[src/rtl/glyph_seq_pkg.sv]
package glyph_seq_pkg;

   localparam int GLYPH_COLS = 5;
   localparam int COL_BITS   = 8;

   typedef logic [COL_BITS-1:0] col_t;
   typedef col_t [GLYPH_COLS-1:0] glyph_t;   // element 0 is shown first

   typedef enum logic [1:0] {
      ST_IDLE,
      ST_COLS,
      ST_BLANK
   } seq_state_t;

   function automatic glyph_t make_glyph(col_t c0, col_t c1, col_t c2, col_t c3, col_t c4);
      glyph_t g;
      g[0] = c0;
      g[1] = c1;
      g[2] = c2;
      g[3] = c3;
      g[4] = c4;
      return g;
   endfunction

endpackage

[src/rtl/glyph_font_rom.sv]
module glyph_font_rom
   import glyph_seq_pkg::*;
#(
   parameter int CODE_W = 8
) (
   input  logic [CODE_W-1:0] code,
   output glyph_t            glyph,
   output logic              hit
);

   logic [7:0] code_byte;
   logic       upper_zero;
   logic       byte_hit;

   assign code_byte = code[7:0];

   // Wider codes only match when the bits above the byte are clear.
   generate
      if (CODE_W > 8) begin : g_wide
         assign upper_zero = ~|code[CODE_W-1:8];
      end else begin : g_byte
         assign upper_zero = 1'b1;
      end
   endgenerate

   always_comb begin
      byte_hit = 1'b1;
      case (code_byte)
         8'h61:        glyph = make_glyph(8'h3F, 8'h48, 8'h48, 8'h48, 8'h3F);
         8'h65:        glyph = make_glyph(8'h7F, 8'h49, 8'h49, 8'h49, 8'h49);
         8'h69:        glyph = make_glyph(8'h41, 8'h41, 8'h7F, 8'h41, 8'h41);
         8'h75:        glyph = make_glyph(8'h7E, 8'h01, 8'h01, 8'h01, 8'h7E);
         8'h6F, 8'h30: glyph = make_glyph(8'h3E, 8'h41, 8'h41, 8'h41, 8'h3E);
         8'h31:        glyph = make_glyph(8'h00, 8'h00, 8'h7F, 8'h00, 8'h00);
         8'h32:        glyph = make_glyph(8'h21, 8'h43, 8'h45, 8'h49, 8'h31);
         8'h33:        glyph = make_glyph(8'h22, 8'h41, 8'h49, 8'h49, 8'h36);
         8'h34:        glyph = make_glyph(8'h04, 8'h0B, 8'h14, 8'h24, 8'h7F);
         8'h35:        glyph = make_glyph(8'h79, 8'h49, 8'h49, 8'h49, 8'h46);
         8'h36:        glyph = make_glyph(8'h3E, 8'h49, 8'h49, 8'h49, 8'h26);
         8'h37:        glyph = make_glyph(8'h41, 8'h42, 8'h4C, 8'h48, 8'h68);
         8'h38:        glyph = make_glyph(8'h36, 8'h49, 8'h49, 8'h49, 8'h36);
         8'h39:        glyph = make_glyph(8'h32, 8'h49, 8'h49, 8'h49, 8'h3E);
         default: begin
            glyph    = '0;
            byte_hit = 1'b0;
         end
      endcase
   end

   assign hit = byte_hit & upper_zero;

endmodule

[src/rtl/glyph_period_timer.sv]
module glyph_period_timer #(
   parameter int PERIOD_CYCLES = 1024
) (
   input  logic clk,
   input  logic rst_n,
   input  logic restart,
   input  logic run,
   output logic tick
);

   generate
      if (PERIOD_CYCLES == 1) begin : g_single
         // Every running cycle ends a period, so no counter is needed.
         logic unused_inputs;
         assign unused_inputs = clk ^ rst_n ^ restart;
         assign tick          = run;
      end else begin : g_count
         localparam int CNT_W = $clog2(PERIOD_CYCLES);
         localparam logic [CNT_W-1:0] LAST = CNT_W'(PERIOD_CYCLES - 1);

         logic [CNT_W-1:0] cnt_q;

         always_ff @(posedge clk or negedge rst_n) begin
            if (!rst_n) begin
               cnt_q <= '0;
            end else if (restart) begin
               cnt_q <= '0;
            end else if (run) begin
               cnt_q <= (cnt_q == LAST) ? '0 : cnt_q + CNT_W'(1);
            end
         end

         assign tick = run && (cnt_q == LAST);
      end
   endgenerate

endmodule

[src/rtl/glyph_col_seq.sv]
module glyph_col_seq
   import glyph_seq_pkg::*;
#(
   parameter int CODE_W        = 8,
   parameter int PERIOD_CYCLES = 1024,
   parameter int BLANK_PERIODS = 4
) (
   input  logic              clk,
   input  logic              rst_n,
   input  logic              code_valid,
   input  logic [CODE_W-1:0] code_in,
   output logic [7:0]        col_out,
   output logic              busy
);

   localparam int SLOT_MAX = (GLYPH_COLS > BLANK_PERIODS) ? GLYPH_COLS : BLANK_PERIODS;
   localparam int SLOT_W   = (SLOT_MAX > 1) ? $clog2(SLOT_MAX) : 1;
   localparam logic [SLOT_W-1:0] LAST_COL   = SLOT_W'(GLYPH_COLS - 1);
   localparam logic [SLOT_W-1:0] LAST_BLANK = SLOT_W'(BLANK_PERIODS - 1);

   generate
      if (PERIOD_CYCLES < 1) begin : g_bad_period
         $error("glyph_col_seq: PERIOD_CYCLES must be at least 1");
      end
      if (BLANK_PERIODS < 1) begin : g_bad_blank
         $error("glyph_col_seq: BLANK_PERIODS must be at least 1");
      end
      if (CODE_W < 8) begin : g_bad_code
         $error("glyph_col_seq: CODE_W must hold an 8-bit character");
      end
      if (COL_BITS != 8) begin : g_bad_col
         $error("glyph_col_seq: column width must match the 8-bit port");
      end
   endgenerate

   seq_state_t        state_q;
   logic [SLOT_W-1:0] slot_q;
   logic [SLOT_W-1:0] slot_inc;
   glyph_t            glyph_q;
   glyph_t            rom_glyph;
   logic              rom_hit;
   logic              accept;
   logic              tick;
   col_t              next_col;

   glyph_font_rom #(
      .CODE_W (CODE_W)
   ) u_rom (
      .code  (code_in),
      .glyph (rom_glyph),
      .hit   (rom_hit)
   );

   assign accept = (state_q == ST_IDLE) && code_valid && rom_hit;

   glyph_period_timer #(
      .PERIOD_CYCLES (PERIOD_CYCLES)
   ) u_timer (
      .clk     (clk),
      .rst_n   (rst_n),
      .restart (accept),
      .run     (state_q != ST_IDLE),
      .tick    (tick)
   );

   assign slot_inc = slot_q + SLOT_W'(1);

   // The column that follows the current slot.
   always_comb begin
      next_col = '0;
      for (int i = 0; i < GLYPH_COLS; i++) begin
         if (slot_inc == SLOT_W'(i)) next_col = glyph_q[i];
      end
   end

   always_ff @(posedge clk or negedge rst_n) begin
      if (!rst_n) begin
         state_q <= ST_IDLE;
         slot_q  <= '0;
         glyph_q <= '0;
         col_out <= '0;
      end else begin
         case (state_q)
            ST_IDLE: begin
               if (accept) begin
                  state_q <= ST_COLS;
                  slot_q  <= '0;
                  glyph_q <= rom_glyph;
                  col_out <= rom_glyph[0];
               end
            end
            ST_COLS: begin
               if (tick) begin
                  if (slot_q == LAST_COL) begin
                     state_q <= ST_BLANK;
                     slot_q  <= '0;
                     col_out <= '0;
                  end else begin
                     slot_q  <= slot_inc;
                     col_out <= next_col;
                  end
               end
            end
            ST_BLANK: begin
               if (tick) begin
                  if (slot_q == LAST_BLANK) begin
                     state_q <= ST_IDLE;
                     slot_q  <= '0;
                  end else begin
                     slot_q <= slot_inc;
                  end
               end
            end
            default: begin
               state_q <= ST_IDLE;
               slot_q  <= '0;
               col_out <= '0;
            end
         endcase
      end
   end

   assign busy = (state_q != ST_IDLE);

endmodule

[config.mk]
export PLATFORM = sky130hd
export DESIGN_NAME = glyph_col_seq
export DESIGN_NICKNAME = d
export VERILOG_FILES = /design/src/rtl/glyph_seq_pkg.sv /design/src/rtl/glyph_font_rom.sv /design/src/rtl/glyph_period_timer.sv /design/src/rtl/glyph_col_seq.sv
export SDC_FILE = /design/constraint.sdc
export NUM_CORES = 1
export LEC_CHECK = 0
export ABC_AREA = 0
export CAP_MARGIN = 20
export CORE_MARGIN = 2
export CORE_UTILIZATION = 35
export DETAILED_ROUTE_END_ITERATION = 12
export DONT_BUFFER_PORTS = 1
export GPL_TIMING_DRIVEN = 0
export PLACE_DENSITY_LB_ADDON = 0.05
export RECOVER_POWER = 100
export SLEW_MARGIN = 20
export SYNTH_ARGS = -nofsm -noshare
export SYNTH_HDL_FRONTEND = slang
export SYNTH_SLANG_ARGS = --single-unit
export TNS_END_PERCENT = 20
[constraint.sdc]
create_clock -name clk -period 3.4 [get_ports clk]
set_input_delay 0 -clock clk [delete_from_list [all_inputs] [get_ports clk]]
set_output_delay 0 -clock clk [all_outputs]
set_load 0.05 [all_outputs]
==> impl_metrics.yaml <==
placement:
  dp_cells: 477
  place_area_sq_mm: 0.00333
  post-dp-hpwl_microns: 6460
  pre_cts_slack_ns: 1.06
  port_buffers: 0
  place_congestion: 0.877
finish:
  syn_to_final_growth_pct: 7.64
  final_core_util: 0.390
  instances_no_fill: 488
  layout-drive-gt1-share: 0.0816
  fin_nets: 401
  final_area_sq_mm: 0.00344
  n_antenna_cell: 0
  multi_input_area_sq_mm: 0.00178
  ff_latch_area_sq_mm: 0.00120
  fillers: 925
routing:
  via_count: 2751
  wirelength_microns: 8620
  vias_per_cell: 5.64
  postRouteAntennaNets: 0
  drcViolationCount: 0
  first_pass_iters: 4
  drtIter0Drc: 140
  wl_per_cell_microns: 17.7
min_path:
  hp-class: "in2reg"
  min_from: "code_in[2]"
timing:
  fin_crit_sh: 0.732
  relSlewSlack: 0.300
  finalSetupViolCount: 0
  grt_setup_unrepaired: "false"
  tightest_slew_ns: 1.05
  fin_hold_ws_ns: 0.0279
  min_period_ns: 2.49
  fin_ws_ns: 0.911
  fin_skew_ns: 0.00665
  timing.setup.tns_ns: 0
  drv_slew: 0
  finalHoldViolations: 0
  clock.fmax_mhz: 402
pwr:
  combPwrFrac: 0.345
  p_int_mw: 1.12
  total_power_mw: 1.90
  switching_share: 0.408
  p_seq_frac: 0.435
  pwr-share-clk: 0.221
  cellPowerDensity_mw_per_mm2: 553
  netSwitchingPower_mw: 0.776
  ir_worst_vdd_mv: 0.201
  p_leak_nw: 1.45
synth:
  synthesis.area_sq_mm: 0.00319
  yosysMostFrequentCell: "nand2_1"
  avgSynthCellArea_sq_um: 8.66
  netlist_top_cells_area: "dfrtp_1 38%, nand2_1 6.6%, o21ai_0 6.0%"
  yosys.area.top_type: "dfrtp_1"
  synthFlopType: "dfrtp_1"
  synthCells: 369
  ys_warn_count: 0
  async_flop_share: 1.00
  ys_types: 65
  synth-edff-count: 0
  ys_seq_area_frac: 0.376
  syn_nets: 391
  synthTopCellsByCount: "56 x nand2_1, 48 x dfrtp_1, 38 x o21ai_0"
  netlist.area_leader.share: 0.376
  ys_seq_elements: 48
clock_network:
  htree_levels: 2
  clk_pin_slew_ns: 0.09
  ctsResizeCount: 0
  cts_root_buffer: "clkbuf_8"
  cts_tree: "yes"
  cts_num_sinks: 48
  tritoncts.num_buffers: 5
  post-cts-setup-buffer-count: 0
  cts.path.max_buffers: 2
  insertion_delay_ns: 0.30
run_status:
  status: "finished, final reports clean"
critical_path:
  required_ns: 3.59
  crit_arrival_ns: 2.68
  crit_path_top_delay_cell: "o211ai_1"
  path_class: "reg2reg"
  cp_cell_sequence: "inv_1 > ha_1 > clkbuf_1 > o211ai_1 > clkbuf_1 > mux2_1"
  slowest_delay_ns: 0.47
  worstPathMaxFanout: 10
  startpoint: "state_q[0]"
  r2r-start: "state_q[0]"
  start_kind: "register"
  crit_path_end_kind: "register"
  cpMostUsedCell: "clkbuf_1"
floorplan:
  dieHeight_microns: 99.5
  boundaryPins: 20
  die-area_sq_mm: 0.00991
  rows: 34
  core_sq_mm: 0.00881
  die_w_microns: 99.5
  start_util: 0.363
grt:
  grt_pass1_wl_microns: 14600
  overflow: 0
  track_usage: 0.185
  antenna_found_initial: 0
  grt_max_degree: 49
  grt_pass1_vias: 2775
job:
  maxCapViolCount: 0
## registers in the layout (all words and copies together) (netlist names)
register / count
slot_q: 3
u_timer.g_count.cnt_q: 10
glyph_q: 26
col_out: 7
state_q: 2
## power groups by stage
stage | logic [mW] | clock network [mW] | registers [mW]
2_1_floorplan | 0.536 | 0 | 0.813
3_3_place_gp | 0.681 | 0 | 0.835
3_5_place_dp | 0.684 | 0 | 0.836
6_report | 0.655 | 0.420 | 0.826
4_1_cts | 0.703 | 0.431 | 0.826
5_1_grt | 0.738 | 0.454 | 0.845
## per-layer routing
layer / global-route usage / part of all wire / vias up
li1: - / - / 1343
met1: 0.266 / 0.51 / 1318
met2: 0.287 / 0.44 / 80
met3: 0.0267 / 0.039 / 10
met4: 0.0580 / 0.016 / 0
met5: 0 / 0 / -
## layout make-up
cell class | instances | area share
clock inverter | 2 | 0.0102
timing repair buffer | 3 | 0.0138
sequential | 48 | 0.349
tap | 108 | 0.0393
buffer | 25 | 0.0335
clock buffer | 6 | 0.0211
inverter | 13 | 0.0142
multi-input combinational | 283 | 0.519
## final timing paths
check	endpoint	slack, ns	depth (start not counted)
max	glyph_q[1]	0.91	6
min	glyph_q[21]	0.03	3
max reg2reg	glyph_q[1]	0.91	6
min reg2reg	glyph_q[3]	0.49	2
max in group asynchronous	glyph_q[18]	2.98	2
min in group asynchronous	glyph_q[6]	0.19	2
## cell families (layout without fill, tap and decap cells)
kind of cell             after synthesis  in the layout  share of synthesized area
AO/OA/AOI/OAI                        112            112                      0.231
XOR/XNOR                               6              6                     0.0165
adder cells (fa/ha/maj)               11             11                     0.0431
buffers and inverters                 38             49                     0.0544
flip-flops                            48             48                      0.376
multiplexers                          13             13                     0.0537
other                                  1              1                    0.00117
AND/OR/NAND/NOR                      140            140                      0.224
## worst max-delay path: cells and delay by family (launching register included)
family	cells	cell delay (ns)
compound gates	1	0.47
fa+ha+maj	1	0.20
buf+inv	3	0.93
flops	1	0.39
mux	1	0.38
## cells in the final DEF, fill, tap and decap left out, types with 3 or more instances in the layout
master	synthesis	routed
inv_1	13	13
and3b_1	3	3
mux2_2	4	4
o2bb2ai_1	3	3
o211ai_1	3	4
nand3_1	14	14
a21oi_1	25	25
a31oi_1	11	11
xnor2_1	3	3
a21o_1	3	3
xor2_1	3	3
buf_2	7	5
o21ai_0	38	38
nand2_1	56	56
a211oi_1	3	3
nor3_1	9	9
ha_1	11	11
nor2_1	20	20
nand2b_1	7	7
nand3b_1	3	3
clkbuf_1	12	16
dfrtp_1	48	48
nor2b_1	5	5
nor3b_1	3	3
clkbuf_8	0	5
mux2_1	1	7
## what timing repair did
item                       4_1_cts  5_1_grt
setup endpoints to repair        0        0
hold endpoints to repair        51        0
hold buffers                     3        0
(Power assumes the default switching activity.)
